<file path="config.mk">
export PLATFORM = sky130hd
export DESIGN_NAME = wdog_staged
export DESIGN_NICKNAME = d
export VERILOG_FILES = /design/src/rtl/wdog_pkg.sv /design/src/rtl/wdog_match_reg.sv /design/src/rtl/wdog_counter.sv /design/src/rtl/wdog_strike.sv /design/src/rtl/wdog_ctrl.sv /design/src/rtl/wdog_staged.sv
export SDC_FILE = /design/constraint.sdc
export NUM_CORES = 1
export LEC_CHECK = 0
export BUFFER_PORTS_ARGS = -buffer_cell sky130_fd_sc_hd__buf_2
export CORE_ASPECT_RATIO = 1.4
export CORE_MARGIN = 1.5
export CORE_UTILIZATION = 55
export CTS_BUF_LIST = sky130_fd_sc_hd__clkbuf_8 sky130_fd_sc_hd__clkbuf_16
export CTS_CLUSTER_DIAMETER = 40
export DETAILED_ROUTE_END_ITERATION = 12
export PLACE_DENSITY_LB_ADDON = 0.08
export SYNTH_ARGS = -nofsm -noshare
export SYNTH_HDL_FRONTEND = slang
export SYNTH_SLANG_ARGS = --single-unit
</file>
<file path="constraint.sdc">
create_clock -name clk -period 1.9 [get_ports clk]
set_clock_uncertainty 0.15 [all_clocks]
set_input_delay 0.285 -clock clk [delete_from_list [all_inputs] [get_ports clk]]
set_output_delay 0.285 -clock clk [all_outputs]
set_load 0.01 [all_outputs]
</file>
<file path="src/rtl/wdog_pkg.sv">
package wdog_pkg;

  typedef enum logic [1:0] {
    WD_IDLE = 2'd0,
    WD_RUN  = 2'd1,
    WD_TRIP = 2'd2
  } wd_state_e;

  // Width of the unhandled-match count: it holds 0 .. limit-1.
  function automatic int miss_width(input int limit);
    return (limit < 2) ? 1 : $clog2(limit);
  endfunction

endpackage

</file>
<file path="src/rtl/wdog_match_reg.sv">
module wdog_match_reg #(
  parameter int CNT_W = 16,
  parameter logic [CNT_W-1:0] MATCH_RST = '1
) (
  input  logic             clk,
  input  logic             rst,
  input  logic             we,
  input  logic [CNT_W-1:0] wdata,
  output logic [CNT_W-1:0] match_val
);

  logic [CNT_W-1:0] match_q;

  always_ff @(posedge clk) begin
    if (rst) begin
      match_q <= MATCH_RST;
    end else if (we) begin
      match_q <= wdata;
    end
  end

  assign match_val = match_q;

endmodule

</file>
<file path="src/rtl/wdog_counter.sv">
module wdog_counter #(
  parameter int CNT_W = 16
) (
  input  logic             clk,
  input  logic             rst,
  input  logic             clr,
  input  logic             adv,
  input  logic [CNT_W-1:0] match_val,
  output logic             hit
);

  logic [CNT_W-1:0] cnt_q;

  // A match is judged on the value the tick sees, before it advances.
  always_comb hit = adv && (cnt_q == match_val);

  always_ff @(posedge clk) begin
    if (rst || clr) begin
      cnt_q <= '0;
    end else if (adv) begin
      cnt_q <= cnt_q + 1'b1;   // wraps modulo 2^CNT_W
    end
  end

endmodule

</file>
<file path="src/rtl/wdog_strike.sv">
module wdog_strike #(
  parameter int MISS_LIMIT = 3
) (
  input  logic clk,
  input  logic rst,
  input  logic clr,
  input  logic hit,
  input  logic service,
  output logic trip
);

  localparam int MISS_W = wdog_pkg::miss_width(MISS_LIMIT);

  generate
    if (MISS_LIMIT < 2) begin : g_direct
      // Every match trips at once; no count is needed.
      logic unused_in;
      assign unused_in = clk | rst | clr | service;
      assign trip = hit;
    end else begin : g_count
      logic [MISS_W-1:0] miss_q;
      logic [MISS_W-1:0] base;

      // Service in the same cycle empties the count before this match is added.
      always_comb base = service ? '0 : miss_q;

      assign trip = hit && (base == MISS_W'(MISS_LIMIT - 1));

      always_ff @(posedge clk) begin
        if (rst || clr || trip) begin
          miss_q <= '0;
        end else if (hit) begin
          miss_q <= base + 1'b1;
        end else begin
          miss_q <= base;
        end
      end
    end
  endgenerate

endmodule

</file>
<file path="src/rtl/wdog_ctrl.sv">
module wdog_ctrl (
  input  logic clk,
  input  logic rst,
  input  logic en,
  input  logic tick_en,
  input  logic hit,
  input  logic trip,
  input  logic irq_clr,
  output logic run,
  output logic irq,
  output logic rst_req
);

  import wdog_pkg::*;

  wd_state_e st_q, st_d;
  logic      irq_q, rst_req_q;

  always_comb begin
    st_d = st_q;
    case (st_q)
      WD_IDLE: if (en) st_d = trip ? WD_TRIP : WD_RUN;
      WD_RUN: begin
        if (!en)       st_d = WD_IDLE;
        else if (trip) st_d = WD_TRIP;
      end
      WD_TRIP: begin
        if (!en)          st_d = WD_IDLE;
        else if (tick_en) st_d = WD_RUN;
      end
      default: st_d = WD_IDLE;
    endcase
  end

  // The counter may advance whenever enabled, except while the reset pulse is out.
  assign run = en && (st_q != WD_TRIP);

  always_ff @(posedge clk) begin
    if (rst) begin
      st_q      <= WD_IDLE;
      rst_req_q <= 1'b0;
      irq_q     <= 1'b0;
    end else begin
      st_q      <= st_d;
      rst_req_q <= (st_d == WD_TRIP);
      if (!en || trip) begin
        irq_q <= 1'b0;
      end else if (hit) begin
        irq_q <= 1'b1;
      end else if (irq_clr) begin
        irq_q <= 1'b0;
      end
    end
  end

  assign irq     = irq_q;
  assign rst_req = rst_req_q;

endmodule

</file>
<file path="src/rtl/wdog_staged.sv">
module wdog_staged #(
  parameter int CNT_W      = 16,
  parameter int MISS_LIMIT = 3
) (
  input  logic             clk,
  input  logic             rst,
  input  logic             tick_en,
  input  logic             wd_enable,
  input  logic             match_we,
  input  logic [CNT_W-1:0] match_wdata,
  input  logic             irq_clr,
  input  logic             kick,
  output logic             irq,
  output logic             rst_req
);

  logic [CNT_W-1:0] match_val;
  logic             run, adv, hit, trip, service, cnt_clr;

  assign adv     = run && tick_en;
  assign service = irq_clr || kick || match_we;
  assign cnt_clr = !run || trip;

  wdog_match_reg #(.CNT_W(CNT_W)) u_match (
    .clk       (clk),
    .rst       (rst),
    .we        (match_we),
    .wdata     (match_wdata),
    .match_val (match_val)
  );

  wdog_counter #(.CNT_W(CNT_W)) u_cnt (
    .clk       (clk),
    .rst       (rst),
    .clr       (cnt_clr),
    .adv       (adv),
    .match_val (match_val),
    .hit       (hit)
  );

  wdog_strike #(.MISS_LIMIT(MISS_LIMIT)) u_strike (
    .clk     (clk),
    .rst     (rst),
    .clr     (!run),
    .hit     (hit),
    .service (service),
    .trip    (trip)
  );

  wdog_ctrl u_ctrl (
    .clk     (clk),
    .rst     (rst),
    .en      (wd_enable),
    .tick_en (tick_en),
    .hit     (hit),
    .trip    (trip),
    .irq_clr (irq_clr),
    .run     (run),
    .irq     (irq),
    .rst_req (rst_req)
  );

endmodule

</file>
### Word-level counts from Yosys, hierarchy flattened

Cells that the tools add are included.

| word-level totals | value |
|---|---|
| bits in registers | 38 |
| latch bits | 0 |
| bits in writable memories | 0 |
| ROM bits | 0 |
| input bits | 23 |
| output and inout port bits | 2 |
| memories kept | 0 |

| cells by class | value |
|---|---|
| add/sub/neg operators | 2 |
| multipliers | 0 |
| div/mod/pow operators | 0 |
| magnitude comparators | 0 |
| equal/unequal tests | 6 |
| shift-type cells | 0 |
| muxes and demuxes | 11 |
| bitwise logic cells | 0 |
| reduce and logical (&&, ||, !) cells | 16 |

Operators by type and width:

| cell | count |
|---|---|
| 16-bit by 1-bit adder with 16-bit output, second input constant | 1 |
| 16-bit equality test | 1 |
| 2-bit two-way mux | 8 |
| 1-bit logical OR | 7 |
| 2-bit equality test, second input constant | 3 |
| 2-bit one-hot mux with 3 select lines | 1 |
| 1-bit logical AND | 4 |
| 2-bit by 1-bit adder with 2-bit output, second input constant | 1 |
| 2-bit by 1-bit equality test with 1-bit output, second input constant | 1 |
| 1-bit logical NOT | 2 |
| 2-bit logical NOT | 1 |
| 1-bit two-way mux | 2 |
| 2-bit inequality test, second input constant | 1 |
| 2-bit nonzero test | 1 |
| 2-bit OR reduction | 1 |

### Longest topological paths before layout

| logic depth | value |
|---|---|
| depth after elaboration | 9 |
| gate-level depth with buffers | 7 |
| depth with buffers taken out | 6 |

### Hierarchy

A second synthesis with hierarchy kept.

| second synthesis, totals | value |
|---|---|
| cell total of the unflattened synthesis | 190 |
| area, all modules | 1,864.3 sq um |

Modules (own cells, without submodules):

| module | times used | cells each | area an instance (sq um) |
|---|---|---|---|
| wdog_counter | 1 | 105 | 960.9 |
| wdog_match_reg | 1 | 53 | 599.3 |
| wdog_ctrl | 1 | 17 | 158.9 |
| wdog_strike | 1 | 11 | 122.6 |
| wdog_staged | 1 | 4 | 22.5 |

### Worst setup path after synthesis

No wires, ideal clock.

| timing | value |
|---|---|
| path kind | in2reg |
| start | input match_we |
| end | register u_cnt.cnt_q[11] |
| arrival | 1,502 ps |
| data required time | 1,636 ps |
| slack | 134 ps |
| stages | 7 |
| buffers on the path | 1 |
| cells stage by stage | nor3_1 and2_1 ha_1 nand4_1 o21ai_2 buf_6 nor2_1 |

| on the way | value |
|---|---|
| longest elaborated chain between the ends | 6 |

Ends and longest elaborated chain:

| what | line | RTL |
|---|---|---|
| start: declaration | wdog_staged.sv:9 | `input logic match_we,` |
| 1-bit logical OR | wdog_staged.sv:21 | `assign service = irq_clr \|\| kick \|\| match_we;` |
| 2-bit two-way mux | wdog_strike.sv:25 | `always_comb base = service ? '0 : miss_q;` |
| 2-bit equality test | wdog_strike.sv:27 | `assign trip = hit && (base == MISS_W'(MISS_LIMIT - 1));` |
| 1-bit logical AND | wdog_strike.sv:27 |  |
| 1-bit logical OR | wdog_staged.sv:22 | `assign cnt_clr = !run \|\| trip;` |
| 1-bit logical OR | wdog_counter.sv:18 | `if (rst \|\| clr) begin` |
| end signal: assignment | wdog_counter.sv:21 | `cnt_q <= cnt_q + 1'b1;` |
| end: declaration | wdog_counter.sv:12 | `logic [CNT_W-1:0] cnt_q;` |

Every way passes these cells.
A chain may end at the register's enable or synchronous reset.

### Worst setup path after layout

| timing | value |
|---|---|
| start | register u_ctrl.st_q[0] |
| end | register u_ctrl.irq_q (netlist: u_ctrl.irq) |

| on the way | value |
|---|---|
| longest elaborated chain between the ends | 7 |

Ends and longest elaborated chain:

| what | line | RTL |
|---|---|---|
| start: declaration | wdog_ctrl.sv:16 | `wd_state_e st_q, st_d;` |
| start signal: assignment | wdog_ctrl.sv:44 | `st_q <= st_d;` |
| 2-bit inequality test * | wdog_ctrl.sv:36 | `assign run = en && (st_q != WD_TRIP);` |
| 1-bit logical AND * | wdog_ctrl.sv:36 |  |
| 1-bit logical AND * | wdog_staged.sv:20 | `assign adv = run && tick_en;` |
| 1-bit logical AND * | wdog_counter.sv:15 | `always_comb hit = adv && (cnt_q == match_val);` |
| 1-bit logical AND | wdog_strike.sv:27 |  |
| 1-bit logical OR | wdog_ctrl.sv:46 | `if (!en \|\| trip) begin` |
| 2-bit OR reduction (no line) | -- |  |
| end signal: assignment | wdog_ctrl.sv:47 | `irq_q <= 1'b0;` |
| end signal: assignment | wdog_ctrl.sv:49 | `irq_q <= 1'b1;` |
| end signal: assignment | wdog_ctrl.sv:51 | `irq_q <= 1'b0;` |
| end: declaration | wdog_ctrl.sv:17 | `logic irq_q, rst_req_q;` |

Mark *: on every way between the ends. The rest lies on a longest branch, timed or not.

==> reports/metrics.yaml <==
status:
  status: "completed"
floorplanning:
  dieArea_um2: 3550
  ioPinCount: 25
  die_h_um: 69.9
  fp.dieW_um: 50.8
  coreArea_um2: 3090
  row_count: 24
  start_util_pct: 56.9
placed_design:
  place.port_buffers: 24
  dp.cells: 255
  post-dp-hpwl_mm: 2.75
  routabilityCongestion: 0.823
worst_setup_path:
  crit_fanout: 7
  worst-setup-path-type: "reg -> reg"
  end_kind: "flop"
  cp.arrival_ns: 1.86
  cp_cell_sequence: "and2b_2 -> nor3_1 -> nand4_1 -> or3_1 -> a21oi_1"
  reg2reg_to: "u_ctrl.irq$_SDFFE_PP0P_"
  r2r_slack_ns: 0.11
  ff2ff_path_depth: 5
  critPathLaunchType: "flop"
  required_ns: 1.97
  slowest_stage: "or3_1"
  reg2reg_from: "u_ctrl.st_q[0]$_SDFF_PP0_"
  cp_top_family: "simple AND/OR/NAND/NOR gates"
  crit_path_max_incr_delay_ns: 0.36
  path_buf_inv: 0
routing:
  totalWireLength_mm: 3.69
  viasPerCell: 5.30
  first_iter_violations: 28
  vias: 1400
  drtPass1Iterations: 4
  ant_nets: 0
  post_drt_wl_per_cell_um: 14.0
  post-route-drc-count: 0
cts:
  tritoncts: "built"
  numClockSinks: 38
  h-tree-depth: 2
  ctsLongestPathBuffers: 2
  cts-root-buf: "clkbuf_8"
  insertion_delay_ns: 0.30
  numCtsBuffers: 5
  clk_pin_slew_ns: 0.07
pwr:
  pwr_density_cell_nw_per_um2: 746
  power_frac_seq_pct: 54.5
  power.share.clock_pct: 37.1
  p_comb_share_pct: 8.4
  ir_drop_mv: 0.696
  swShare_pct: 23.6
  p_leak_uw: 0.000834
  internal_power_uw: 1180
  power_switching_uw: 364
hold_path:
  hold_end: "u_match.match_val[7]$_SDFFE_PP1P_"
  hold_path_startpoint: "match_wdata[7]"
  hold_class: "in -> reg"
  min_path_cells: 2
yosys:
  synth_top_area_share_pct: 43.2
  synth_edf_count: 0
  ys_types: 29
  synthCells: 192
  yosys.area.top_type: "dfxtp_1"
  yosysWarnings: 0
  synth.ff_latch_count: 38
  netlist_area_um2: 1760
  async_flop_share_pct: 0
  seq_area_frac_synth_pct: 43.2
  syn_nets: 217
  synth-main-ff-cell: "dfxtp_1"
  avgSynthCellArea_um2: 9.17
  synth.area.top_cells: "dfxtp_1 43%, xor2_1 14%, a211o_1 8.0%"
sta:
  rsz0062_at_grt: "no"
  slew_viol_final: 0
  fin_crit_ns: 1.79
  fmax_mhz: 559
  fin_crit_sh_pct: 94.1
  setup_tns_ns: 0
  slew-limit-headroom_pct: 77.9
  tightest_slew_ns: 0.331
  finalSetupViolations: 0
  hold_viol: 0
grt:
  grt_pass1_vias: 1394
  grt_overflow: 0
  grt_first_pass_wirelength_mm: 6.17
  antenna_found_initial: 0
  grt_max_degree: 33
  track_usage_pct: 23.1
layout:
  num-nets-final: 249
  syn2layout_area_growth_pct: 17.3
  n_antenna_cell: 0
  seq_area_um2: 762
  fin_cells: 264
  multi_input_area_um2: 977
  fillers: 273
  drive_gt1_share_pct: 19.1
job:
  cap_violations: 0
==> cell usage in the layout, fill, tap and decap left out, types with 6 or more instances in the layout <==
| master | n |
|---|---|
| nor2_1 | 27 |
| buf_4 | 6 |
| dfxtp_1 | 37 |
| nand2_1 | 11 |
| nand4_1 | 6 |
| nor2b_1 | 17 |
| xor2_1 | 28 |
| a211o_1 | 16 |
| buf_2 | 24 |
| clkbuf_8 | 6 |
| nand3_1 | 7 |
==> registers in the layout, indices dropped and copies added, names as in the netlist <==
| register | count |
|---|---|
| u_match.match_val | 16 |
| u_ctrl.irq | 1 |
| u_ctrl.rst_req | 1 |
| u_ctrl.st_q | 2 |
| u_cnt.cnt_q | 16 |
| u_strike.g_count.miss_q | 2 |
==> power groups by stage <==
stage               combinational (uW)  sequential (uW)  clock [uW]
floorplan                         84.5              853           0
global route                       144              843         611
global placement                   123              858           0
finish                             130              840         571
detailed placement                 128              859           0
CTS                                129              841         578
==> worst reg2reg max path, stage by stage, from the launching register on <==
cell     delay, ns
dfxtp_1       0.35
and2b_2       0.27
nor3_1        0.21
nand4_1       0.23
or3_1         0.36
a21oi_1       0.15
==> kinds of logic (layout without fill, tap and decap cells) <==
group | after synthesis | count (layout) | synth area share, %
multiplexers | 2 | 2 | 1.14
buffers and inverters | 6 | 39 | 1.71
AO/OA/AOI/OAI | 24 | 24 | 10.8
AND/OR/NAND/NOR | 89 | 89 | 26.3
flip-flops | 38 | 38 | 43.2
XOR/XNOR | 31 | 31 | 15.4
adder cells (fa/ha/maj) | 2 | 2 | 1.42
==> worst max-delay path by stage <==
| stage | start | depth (start not counted) | slack [ns] | end |
|---|---|---|---|---|
| finish | u_ctrl.st_q[0]$_SDFF_PP0_ | 5 | 0.11 | u_ctrl.irq$_SDFFE_PP0P_ |
| floorplan | match_we | 7 | 0.13 | u_cnt.cnt_q[11]$_SDFFE_PP0P_ |
| global placement | match_we | 8 | 0.07 | u_cnt.cnt_q[2]$_SDFFE_PP0P_ |
| CTS | u_cnt.cnt_q[2]$_SDFFE_PP0P_ | 5 | 0.08 | u_ctrl.irq$_SDFFE_PP0P_ |
| detailed placement | match_we | 8 | 0.004 | u_cnt.cnt_q[8]$_SDFFE_PP0P_ |
| global route | u_ctrl.st_q[0]$_SDFF_PP0_ | 5 | 0.004 | u_ctrl.irq$_SDFFE_PP0P_ |
==> routing by layer <==
| layer | up-vias | wire length (um) | GRT usage (%) |
|---|---|---|---|
| met5 | - | 0 | 0 |
| met4 | 0 | 61 | 8.11 |
| met3 | 7 | 116 | 6.20 |
| met2 | 20 | 1970 | 40.5 |
| met1 | 649 | 1550 | 26.3 |
| li1 | 724 | - | - |
==> synthesized netlist by cell type (3+ instances only) <==
cell type	instances
nor2b_1	17
xor2_1	28
nand2_1	11
xnor2_1	3
nor2_1	27
dfxtp_1	38
clkbuf_1	5
nand4_1	6
nor3_1	5
a211o_1	16
nand3_1	7
and3_1	5
a21oi_1	3
==> area by class of cell <==
class | instances | area share [%]
Clock inverter | 2 | 0.424
Sequential cell | 38 | 36.9
Multi-Input combinational cell | 148 | 47.3
Clock buffer | 6 | 4.00
Timing Repair Buffer | 31 | 8.97
Tap cell | 39 | 2.36
==> metrics by stage <==
stage / area, um^2 / total power, uW / hold slack, ns / setup slack (ns) / util, %
finish: 2060 / 1540 / 0.0456 / 0.112 / 66.7
global placement: 1960 / 981 / 0.308 / 0.0731 / 63.3
global route: 2060 / 1600 / 0.0424 / 0.00355 / 66.7
floorplan: 1760 / 938 / 0.253 / 0.134 / -
detailed placement: 1960 / 987 / 0.328 / 0.00425 / 63.3
CTS: 2050 / 1550 / 0.0397 / 0.0792 / 66.2
==> what timing repair did <==
action,CTS,global route
setup buffers,0,1
setup endpoints to repair,0,3
resized for setup,0,3
hold buffers,0,0
Power figures use the tool's default switching activity.
